$ cat config.mk
export PLATFORM = sky130hd
export DESIGN_NAME = discreteSenseSpiRegs
export DESIGN_NICKNAME = d
export VERILOG_FILES = /design/src/rtl/spiRegPkg.sv /design/src/rtl/spiFrameCtrl.sv /design/src/rtl/senseRegDatapath.sv /design/src/rtl/discreteSenseSpiRegs.sv
export SDC_FILE = /design/constraint.sdc
export NUM_CORES = 1
export LEC_CHECK = 0
export ABC_AREA = 0
export BUFFER_PORTS_ARGS = -buffer_cell sky130_fd_sc_hd__clkbuf_2
export CAP_MARGIN = 5
export CORE_AREA = 2 2 98 100
export DETAILED_ROUTE_END_ITERATION = 8
export DIE_AREA = 0 0 100 102
export PLACE_DENSITY = 0.92
export SYNTH_ARGS = -nofsm -noshare
export SYNTH_HDL_FRONTEND = slang
export SYNTH_HIERARCHICAL = 1
export SYNTH_SLANG_ARGS = --single-unit
$ cat constraint.sdc
create_clock -name clk -period 7.16 [get_ports clk]
set_clock_uncertainty 0.1 [all_clocks]
set_input_delay 0.358 -clock clk [delete_from_list [all_inputs] [get_ports clk]]
set_output_delay 0.358 -clock clk [all_outputs]
set_load 0.01 [all_outputs]
$ cat src/rtl/spiRegPkg.sv
package spiRegPkg;

  localparam int ADDR_W  = 7;
  localparam int THR_W   = 16;
  localparam int WORD_W  = 32;

  localparam logic [ADDR_W-1:0] ADDR_CTRL     = 7'h02;
  localparam logic [ADDR_W-1:0] ADDR_BANKMODE = 7'h04;
  localparam logic [ADDR_W-1:0] ADDR_SENSE0   = 7'h10;
  localparam logic [ADDR_W-1:0] ADDR_THR_GND  = 7'h3A;
  localparam logic [ADDR_W-1:0] ADDR_THR_SUP  = 7'h3C;
  localparam logic [ADDR_W-1:0] ADDR_SENSEALL = 7'h78;

  // Bank bytes sit on even addresses starting at ADDR_SENSE0.
  function automatic logic [ADDR_W-1:0] senseBankAddr(input int bank);
    return ADDR_W'(int'(ADDR_SENSE0) + 2 * bank);
  endfunction

  // Strobes from the serial control to the register datapath.
  typedef struct packed {
    logic              cmdDone;
    logic              cmdRead;
    logic [ADDR_W-1:0] cmdAddr;
    logic              wrDone;
    logic [ADDR_W-1:0] wrAddr;
    logic [1:0]        wrIdx;
    logic [7:0]        wrByte;
    logic              shiftOut;
  } spiStrobe_t;

endpackage

$ cat src/rtl/spiFrameCtrl.sv
module spiFrameCtrl
  import spiRegPkg::*;
(
  input  logic       clk,
  input  logic       rstN,
  input  logic       csN,
  input  logic       sclk,
  input  logic       mosi,
  output spiStrobe_t strb,
  output logic       rdActive
);

  logic              sclkPrev;
  logic [2:0]        bitCnt;
  logic [6:0]        shiftIn;
  logic              inData;
  logic              isRead;
  logic              pendShift;
  logic [ADDR_W-1:0] addrQ;
  logic [1:0]        idxQ;

  logic       rise;
  logic       fall;
  logic       byteDone;
  logic [7:0] fullByte;

  assign rise     = sclk & ~sclkPrev & ~csN;
  assign fall     = ~sclk & sclkPrev & ~csN;
  assign byteDone = rise & (bitCnt == 3'd7);
  assign fullByte = {shiftIn, mosi};

  always_ff @(posedge clk or negedge rstN) begin
    if (!rstN) begin
      sclkPrev  <= 1'b0;
      bitCnt    <= '0;
      shiftIn   <= '0;
      inData    <= 1'b0;
      isRead    <= 1'b0;
      pendShift <= 1'b0;
      addrQ     <= '0;
      idxQ      <= '0;
    end else begin
      sclkPrev <= sclk;
      if (csN) begin
        bitCnt    <= '0;
        inData    <= 1'b0;
        isRead    <= 1'b0;
        pendShift <= 1'b0;
        idxQ      <= '0;
      end else if (rise) begin
        bitCnt  <= bitCnt + 3'd1;
        shiftIn <= {shiftIn[5:0], mosi};
        if (inData) pendShift <= 1'b1;
        if (byteDone) begin
          if (!inData) begin
            inData <= 1'b1;
            isRead <= fullByte[7];
            addrQ  <= fullByte[ADDR_W-1:0];
          end else if (idxQ != 2'd3) begin
            idxQ <= idxQ + 2'd1;
          end
        end
      end else if (fall) begin
        pendShift <= 1'b0;
      end
    end
  end

  always_comb begin
    strb.cmdDone  = byteDone & ~inData;
    strb.cmdRead  = fullByte[7];
    strb.cmdAddr  = fullByte[ADDR_W-1:0];
    strb.wrDone   = byteDone & inData & ~isRead;
    strb.wrAddr   = addrQ;
    strb.wrIdx    = idxQ;
    strb.wrByte   = fullByte;
    strb.shiftOut = fall & pendShift;
  end

  assign rdActive = inData & isRead & ~csN;

endmodule

$ cat src/rtl/senseRegDatapath.sv
module senseRegDatapath
  import spiRegPkg::*;
#(
  parameter int NUM_CH   = 32,
  parameter int NUM_BANK = NUM_CH / 8
) (
  input  logic                clk,
  input  logic                rstN,
  input  spiStrobe_t          strb,
  input  logic                rdActive,
  input  logic [NUM_CH-1:0]   senseIn,
  output logic                miso,
  output logic                ctrlTest,
  output logic                ctrlSwReset,
  output logic [NUM_BANK-1:0] bankMode,
  output logic [THR_W-1:0]    threshGnd,
  output logic [THR_W-1:0]    threshSup
);

  logic [7:0]        bankByte [NUM_BANK];
  logic [WORD_W-1:0] rdWord;
  logic [WORD_W-1:0] rdShift;
  logic [7:0]        thrHigh;
  logic              wrFirst;
  logic              wrSecond;
  logic              swResetNext;

  for (genvar b = 0; b < NUM_BANK; b++) begin : g_bank
    assign bankByte[b] = senseIn[8*b +: 8];
  end

  // Read value, left aligned so the first byte out is bits 31:24.
  always_comb begin
    case (strb.cmdAddr)
      ADDR_CTRL:     rdWord = {6'b0, ctrlSwReset, ctrlTest, 24'b0};
      ADDR_BANKMODE: rdWord = {8'(bankMode), 24'b0};
      ADDR_THR_GND:  rdWord = {threshGnd, 16'b0};
      ADDR_THR_SUP:  rdWord = {threshSup, 16'b0};
      ADDR_SENSEALL: rdWord = WORD_W'(senseIn);
      default:       rdWord = '0;
    endcase
    for (int b = 0; b < NUM_BANK; b++) begin
      if (strb.cmdAddr == senseBankAddr(b)) rdWord = {bankByte[b], 24'b0};
    end
  end

  assign wrFirst  = strb.wrDone & (strb.wrIdx == 2'd0);
  assign wrSecond = strb.wrDone & (strb.wrIdx == 2'd1);

  // A control write that sets the reset bit forces the others at the same edge.
  assign swResetNext = (wrFirst && strb.wrAddr == ADDR_CTRL) ? strb.wrByte[1] : ctrlSwReset;

  always_ff @(posedge clk or negedge rstN) begin
    if (!rstN) begin
      ctrlTest    <= 1'b0;
      ctrlSwReset <= 1'b0;
      bankMode    <= '0;
      threshGnd   <= '0;
      threshSup   <= '0;
      thrHigh     <= '0;
    end else begin
      if (wrFirst && strb.wrAddr == ADDR_CTRL) begin
        ctrlTest    <= strb.wrByte[0];
        ctrlSwReset <= strb.wrByte[1];
      end
      if (wrFirst && (strb.wrAddr == ADDR_THR_GND || strb.wrAddr == ADDR_THR_SUP))
        thrHigh <= strb.wrByte;
      if (swResetNext) begin
        bankMode  <= '0;
        threshGnd <= '0;
        threshSup <= '0;
      end else begin
        if (wrFirst && strb.wrAddr == ADDR_BANKMODE)
          bankMode <= strb.wrByte[NUM_BANK-1:0];
        if (wrSecond && strb.wrAddr == ADDR_THR_GND)
          threshGnd <= {thrHigh, strb.wrByte};
        if (wrSecond && strb.wrAddr == ADDR_THR_SUP)
          threshSup <= {thrHigh, strb.wrByte};
      end
    end
  end

  always_ff @(posedge clk or negedge rstN) begin
    if (!rstN) begin
      rdShift <= '0;
    end else if (strb.cmdDone && strb.cmdRead) begin
      rdShift <= rdWord;
    end else if (strb.shiftOut) begin
      rdShift <= {rdShift[WORD_W-2:0], 1'b0};
    end
  end

  assign miso = rdActive & rdShift[WORD_W-1];

endmodule

$ cat src/rtl/discreteSenseSpiRegs.sv
module discreteSenseSpiRegs
  import spiRegPkg::*;
#(
  parameter int NUM_CH = 32,
  localparam int NUM_BANK = NUM_CH / 8
) (
  input  logic                clk,
  input  logic                rstN,
  input  logic                spiCsN,
  input  logic                spiSclk,
  input  logic                spiMosi,
  output logic                spiMiso,
  input  logic [NUM_CH-1:0]   senseIn,
  output logic                ctrlTest,
  output logic                ctrlSwReset,
  output logic [NUM_BANK-1:0] bankMode,
  output logic [THR_W-1:0]    threshGnd,
  output logic [THR_W-1:0]    threshSup
);

  spiStrobe_t strb;
  logic       rdActive;

  spiFrameCtrl u_ctrl (
    .clk      (clk),
    .rstN     (rstN),
    .csN      (spiCsN),
    .sclk     (spiSclk),
    .mosi     (spiMosi),
    .strb     (strb),
    .rdActive (rdActive)
  );

  senseRegDatapath #(
    .NUM_CH   (NUM_CH),
    .NUM_BANK (NUM_BANK)
  ) u_data (
    .clk         (clk),
    .rstN        (rstN),
    .strb        (strb),
    .rdActive    (rdActive),
    .senseIn     (senseIn),
    .miso        (spiMiso),
    .ctrlTest    (ctrlTest),
    .ctrlSwReset (ctrlSwReset),
    .bankMode    (bankMode),
    .threshGnd   (threshGnd),
    .threshSup   (threshSup)
  );

endmodule

-- Word level (Yosys, flattened, before mapping)
Index checks and enable logic that the tools add are counted.
W data, S select, Z words.
- add/subtract/negate cells: 2
- equality and inequality tests: 18
- multiplexer cells: 32
- bitwise gates (word level): 19
- reductions and logical operators: 23
- operators with widths (cell ; count):
    $mux W32 ; 6
    $pmux W32 S5 ; 1
    $mux W16 ; 4
    $eq A7 B5 Y1 const B ; 4
    $eq A7 B6 Y1 const B ; 4
    $reduce_bool A2 Y1 ; 8
    $and A1 B1 Y1 ; 14
    $eq A7 B2 Y1 const B ; 2
    $eq A7 B3 Y1 const B ; 2
    $mux W1 ; 12
    $mux W2 ; 5
    $mux W4 ; 2
    $reduce_and A4 Y1 ; 2
    $eq A7 B7 Y1 const B ; 1
    $logic_and A1 B1 Y1 ; 6
    $mux W3 ; 2
    $reduce_and A2 Y1 ; 3
    $not A1 Y1 ; 5
    $ne A2 B2 Y1 const B ; 2
    $add A3 B1 Y3 const B ; 1
    $eq A3 B3 Y1 const B ; 1
    $ne A3 B2 Y1 const B ; 1
    $reduce_and A3 Y1 ; 1
    $reduce_bool A3 Y1 ; 1
    other kinds (4) ; 4
- flip-flop bits (word level): 101
- input port bits: 37
- output and inout bits: 39

-- Logic depth before layout (Yosys ltp)
Gate-level depths: netlist (run 1).
- word-level depth: 10
- mapped depth: 11
- mapped depth without buffers: 9

-- By module
The synthesis (run 1) kept the hierarchy.
- modules (own cells, without submodules) (module ; instances ; cells each ; area each (um^2) ; seq. area each (um^2)):
    senseRegDatapath ; 1 ; 438 ; 4350.4 ; 1951.9
    spiFrameCtrl ; 1 ; 79 ; 1061.0 ; 575.6

-- Worst setup path after synthesis (run 1)
OpenSTA, ideal clock, no wires.
- kind: flip-flop to flip-flop
- start point: register u_ctrl.bitCnt[0]
- end point: register u_data.threshGnd[1]
- arrival time: 2216 ps
- slack: 4773 ps
- cell stages (with the launch flop): 12
- period minus slack after synthesis: 2387 ps
- path through: dfrtp_1 > ha_1 > ha_1 > nand3b_4 > nor4_1 > nor3b_1 > and2_1 > nand2_1 > mux2_1 > buf_2 > buf_6 > nor2_1
- RTL lines (item ; line ; RTL):
    from (decl) ; spiFrameCtrl.sv:14 ; logic [2:0] bitCnt;
    from (signal assigned) ; spiFrameCtrl.sv:51 ; bitCnt <= bitCnt + 3'd1;
    to (signal assigned) ; senseRegDatapath.sv:76 ; threshGnd <= {thrHigh, strb.wrByte};
    to (decl) ; senseRegDatapath.sv:16 ; output logic [THR_W-1:0] threshGnd,

==> results.toml, run 1 <==
[layout]
n_antenna_cell = 0
fin_nets = 606
layout-area-overhead-vs-synth_pct = 10.5
fin_util_pct = 65.6
final.fill_count = 676
drive_above_1_share_pct = 23.6

[logic_synthesis]
synth-edff-count = 0
yosys-top-cells-area = "dfrtp_1 47%, mux2i_1 12%, mux2_2 5.4%"
syn_inst = 517
yosysUniqueCellTypes = 58
ys_warn_count = 6
ys.flop_type = "dfrtp_1"
yosysTopAreaCell = "dfrtp_1"
synth_nets = 557
synthArstFlopShare_pct = 100
synthTopCellsByCount = "101 x dfrtp_1, 66 x nor2_1, 64 x mux2i_1"
post-synth-top-count-cell = "dfrtp_1"
yosysTopAreaCellShare_pct = 46.7
syn-cell-area_um2 = 5410
yosysSeqAreaShare_pct = 46.7
synth_seq_cells = 101
synth_area_per_cell_um2 = 10.5

[power_and_ir_drop]
p_int_mw = 0.897
seqPwrFrac_pct = 52.9
ir_drop_v = 0.000163
switchingPower_mw = 0.374
power_frac_comb_pct = 11.6
cellPowerDensity_nw_per_um2 = 213
p_sw_share_pct = 29.4
clockPowerShare_pct = 35.5
leakage_nw = 2.75

[sta]
hold_violations = 0
finalSetupViolations = 0
worst_slew_pin_slew_ps = 1220
setup_tns_ps = 0
finalMaxSlewViolations = 0
rsz0062_at_grt = "no"
period_share_pct = 44.7
slew_headroom_pct = 18.9
max_freq_mhz = 313
setup_ws_ps = 3960
min_period_ps = 3200

[worst_setup_path]
critPathKind = "reg -> reg"
cp.depth = 9
cpMostUsedCell = "ha_1"
reg2reg_from = "u_ctrl/bitCnt[0]"
crit_family = "simple AND/OR/NAND/NOR gates"
crit_required_ps = 7260
slowest_delay_ps = 1050
cp-endpoint = "u_data/threshSup[13]"
crit_fanout = 37
critPathLaunch = "u_ctrl/bitCnt[0]"
reg2regPathDepth = 9
critPathArrivalTime_ps = 3290
crit_chain = "ha_1 -> ha_1 -> nand3b_4 -> nor4_1 -> nor3b_1 -> and2_1 -> nand2_1 -> mux2_1 -> nor2_1"
cpMaxStageDelayCell = "mux2_1"
timing.rr.end = "u_data/threshSup[13]"
rrSetupSlack_ps = 3960
crit_path_start_kind = "flip-flop"
worstSetupEndpointType = "flip-flop"
path_buf_inv = 0

[run_status]
outcome = "finished, final reports clean"

[clocking]
numCtsBuffers = 9
clk_pin_slew_worst_paths_ps = 100
root_buffer = "clkbuf_8"
post_cts_buffers = 0
worstSkewPairLatency_ps = 370
cts_max_level = 3
cts.sinks = 101
cts_max_path_buffers = 2
cts_tree = "done"

[placed_design]
pre_cts_ws_ps = 4020
dp_hpwl_um = 9690
globalplace.congestion = 0.904
port_buffers = 75

[worst_hold_path]
min_path_type = "in -> reg"
min_path_cells = 1

[drt]
ant_nets = 0
drc = 0
drt_iter0_drc = 556
first_pass_iters = 5
num_vias = 4419
routed_wl_um = 14100
routed_via_density = 6.48
routedWlPerCell_um = 20.6

[die]
die-width_um = 100
io_pins = 76
coreArea_um2 = 9110
rows = 35
initial_utilization_pct = 59.4
die_y_um = 102
fp.dieArea_um2 = 10200

[grt]
antenna_found_initial = 0
grt_first_pass_wirelength_um = 22700
grt_usage_pct = 28.6
overflow = 0
first_global_vias = 4279
grt_start_max_net_pins = 65

[job]
maxCapViolations = 0
per-layer routing:
layer	global-route usage, %	vias up	routed length [um]
met1	40.4	2193	5870
met2	45.6	243	6790
met4	7.90	0	274
met3	6.09	32	1140
li1	-	1951	-
met5	0	-	0
sequential cells by signal (all words and copies together) (netlist names):
signal              cells
u_ctrl/isRead           1
u_data/threshSup       16
u_data/bankMode         4
u_data/rdShift         32
u_data/thrHigh          8
u_ctrl/addrQ            7
u_ctrl/shiftIn          7
u_ctrl/idxQ             2
u_data/ctrlSwReset      1
u_ctrl/bitCnt           3
u_ctrl/inData           1
u_data/ctrlTest         1
u_data/threshGnd       16
u_ctrl/sclkPrev         1
u_ctrl/pendShift        1
logic make-up (layout without fill, tap and decap cells):
logic type | after synthesis | count (layout) | share of synthesized area [%]
compound gates | 97 | 97 | 12.3
xor+xnor | 1 | 1 | 0.162
fa+ha+maj | 3 | 3 | 0.694
buf+inv | 46 | 100 | 5.16
flops | 101 | 101 | 46.7
mux | 91 | 91 | 17.5
simple gates | 178 | 178 | 17.5
cells in the final DEF, fill, tap and decap left out, types with 3 or more instances in the layout:
cell and count:
o221ai_1 5, o21ai_1 3, clkbuf_8 10, dfrtp_1 101, a21oi_1 20, a221oi_1 11, and2_1 4, nor2b_1 18
nor2_1 66, buf_4 5, o21ai_0 28, nand2_1 26, nor3_1 9, inv_1 4, a22o_1 10, bufinv_16 3
clkbuf_2 74, nand3_1 23, mux2i_1 64, ha_1 3, nor3b_1 5, nand2b_1 5, mux2_2 26
power groups by stage:
stage | Sequential [mW] | Clock (mW) | Combinational (mW)
finish | 0.672 | 0.451 | 0.148
global route | 0.678 | 0.481 | 0.158
CTS | 0.670 | 0.453 | 0.144
detailed placement | 0.681 | 0 | 0.142
global placement | 0.677 | 0 | 0.139
floorplan | 0.622 | 0 | 0.152
through the flow:
step                      instances  hold slack (ps)  area, um2  total power, mW
after floorplan                 517            -37.6       5410            0.774
after global placement          665              250       5710            0.816
after detailed placement        665              255       5710            0.823
after CTS                       682             91.0       5980             1.27
after global routing            682             92.6       5980             1.32
final                           682             97.1       5980             1.27
worst min path at each step:
stage                     slack, ps  startpoint              endpoint
final                           100     spiSclk       u_ctrl/sclkPrev
after global routing             90     spiSclk       u_ctrl/sclkPrev
after CTS                        90     spiSclk       u_ctrl/sclkPrev
after detailed placement        250        rstN  u_data/threshGnd[14]
after global placement          250        rstN  u_data/threshGnd[14]
after floorplan                 -40        rstN       u_ctrl/addrQ[0]
layout make-up:
class	count	area [um2]	share of cell area [%]
Clock inverter	6	118	1.97
Tap cell	111	139	2.32
Clock buffer	10	138	2.30
Sequential cell	101	2530	42.3
Inverter	4	15.0	0.251
Timing Repair Buffer	80	418	6.99
Multi-Input combinational cell	370	2620	43.9
timing repair:
item	CTS	global route
resized for setup	0	0
setup endpoints to repair	0	0
endpoints found under the hold margin	37	0
hold buffers	1	0
Note: power is estimated with default switching activity, not from simulation.
==> run 2, diff against run 1 <==
Settings changed: CORE_AREA 2 2 98 100 to 2 2 100 102, DIE_AREA 0 0 100 102 to 0 0 102 104, PLACE_DENSITY 0.92 to 0.89.
Clock period 7.16 ns to 3.1 ns, I/O delays scaled along.
==> run 2 against run 1 <==
Effect of this change: final cell count is 8.1% higher; hold slack worse by 58 ps; combinational power grew to 3.1 times the previous value; critical path type unchanged; critical endpoint is now u_data/bankMode[3].
==> results.toml, run 2 (synthesis results as in run 1) <==
[run_status]
outcome = "finished, final reports clean"

[worst_setup_path]
crit_chain = "ha_1 -> ha_1 -> nand3b_4 -> nor4_1 -> nor3b_1 -> and2_1 -> nand2_1 -> mux2_1 -> buf_4 -> nor2_1"
reg2regPathDepth = 10
rrSetupSlack_ps = 410
critPathArrivalTime_ps = 2880
crit_fanout = 17
crit_required_ps = 3290
crit_path_start_kind = "flip-flop"
reg2reg_from = "u_ctrl/bitCnt[0]"
cpMostUsedCell = "ha_1"
cpMaxStageDelayCell = "dfrtp_1"
timing.rr.end = "u_data/bankMode[3]"
worstSetupEndpointType = "flip-flop"
slowest_delay_ps = 390
critPathKind = "reg -> reg"

[sta]
worst_slew_pin_slew_ps = 807
slew_headroom_pct = 45.8
min_period_ps = 2690
finalSetupViolations = 0
setup_ws_ps = 405
rsz0062_at_grt = "no"
setup_tns_ps = 0
period_share_pct = 86.9
max_freq_mhz = 371
finalMaxSlewViolations = 0
hold_violations = 0

[die]
coreArea_um2 = 9550
io_pins = 76
fp.dieArea_um2 = 10600
die_y_um = 104
rows = 36
initial_utilization_pct = 56.7
die-width_um = 102

[worst_hold_path]
min_path_type = "in -> reg"
min_path_cells = 3
min_to = "u_data/rdShift[20]"
min_from = "senseIn[20]"

[placed_design]
port_buffers = 75
dp_hpwl_um = 10100
globalplace.congestion = 0.936
pre_cts_ws_ps = 451
placedCellCount = 697
dpl_cell_area_um2 = 5830

[layout]
n_antenna_cell = 0
fin_area_um2 = 6250
drive_above_1_share_pct = 24.0
fin_nets = 639
layout-area-overhead-vs-synth_pct = 15.5
largestRegisters = "u_data/rdShift (32), u_data/threshGnd (16), u_data/threshSup (16)"
final.fill_count = 725
multi_input_area_um2 = 2620
final_common_cell = "dfrtp_1"
top_register = "u_data/rdShift"
largest_reg_flops = 32
stdcell_count = 737
seq_area_um2 = 2530
final_cell_mix = "101 x dfrtp_1, 74 x clkbuf_2, 66 x nor2_1"

[grt]
overflow = 0
grt_first_pass_wirelength_um = 23700
grt_start_max_net_pins = 54
antenna_found_initial = 0
first_global_vias = 4553
grt_usage_pct = 28.5

[drt]
num_vias = 4665
routedWlPerCell_um = 19.9
routed_via_density = 6.33
routed_wl_um = 14700
drc = 0
drt_iter0_drc = 590
ant_nets = 0
first_pass_iters = 6

[power_and_ir_drop]
ir_drop_v = 0.000233
leakage_nw = 2.87
cellPowerDensity_nw_per_um2 = 434

[clocking]
root_buffer = "clkbuf_8"
numCtsBuffers = 9
post_cts_buffers = 0
cts_max_path_buffers = 2
clk_pin_slew_worst_paths_ps = 100
worstSkewPairLatency_ps = 360
cts_max_level = 3
cts.sinks = 101
cts_tree = "done"

[job]
maxCapViolations = 0
run 2: power by group:
group | switching [mW] | internal, mW
Combinational | 0.271 | 0.183
Sequential | 0.127 | 1.36
Clock | 0.470 | 0.302
Total | 0.868 | 1.84
run 2: through the flow:
stage	utilization (%)	hold WS (ps)	power (mW)
final	65.4	39.5	2.71
after global routing	65.4	25.1	2.83
after CTS	65.4	23.5	2.70
after detailed placement	61.0	130	1.91
after global placement	61.0	129	1.90
after floorplan	-	-241	1.79
run 2: area by class of cell:
class,instances,area share [%]
clock inverters,7,0.921
multi-input cells,370,42.0
clock buffers,9,1.98
inverters,4,0.240
repair buffers,113,11.8
well taps,133,2.66
flip-flops and latches,101,40.4
run 2: what timing repair did:
action,in CTS,in global routing
hold buffers,24,0
resized for setup,0,0
hold endpoints to repair,74,0
setup endpoints to repair,0,0
run 2: worst max-delay path, delay by kind of cell (launching register included):
family                     cells  cell delay [ps]
buffers and inverters          1              210
muxes                          1              370
adders and majority gates      2              370
DFF                            1              390
and+or+nand+nor                6             1150
run 2: how the worst max path moves through the flow:
stage,endpoint,startpoint
after detailed placement,u_data/threshSup[9],u_ctrl/bitCnt[0]
after global placement,u_data/threshSup[10],u_ctrl/bitCnt[0]
after global routing,u_data/threshSup[9],u_ctrl/bitCnt[0]
after CTS,u_data/threshSup[9],u_ctrl/bitCnt[0]
after floorplan,u_data/threshGnd[1],u_ctrl/bitCnt[0]
final,u_data/bankMode[3],u_ctrl/bitCnt[0]
run 2: layer usage:
layer  vias up  GRT usage, %  part of all wire, %
li1       2021             -                    -
met1      2271          39.5                   40
met2       307          43.2                   47
met3        66          5.31                  8.8
met4         0          13.6                  4.1
met5         -             0                    0
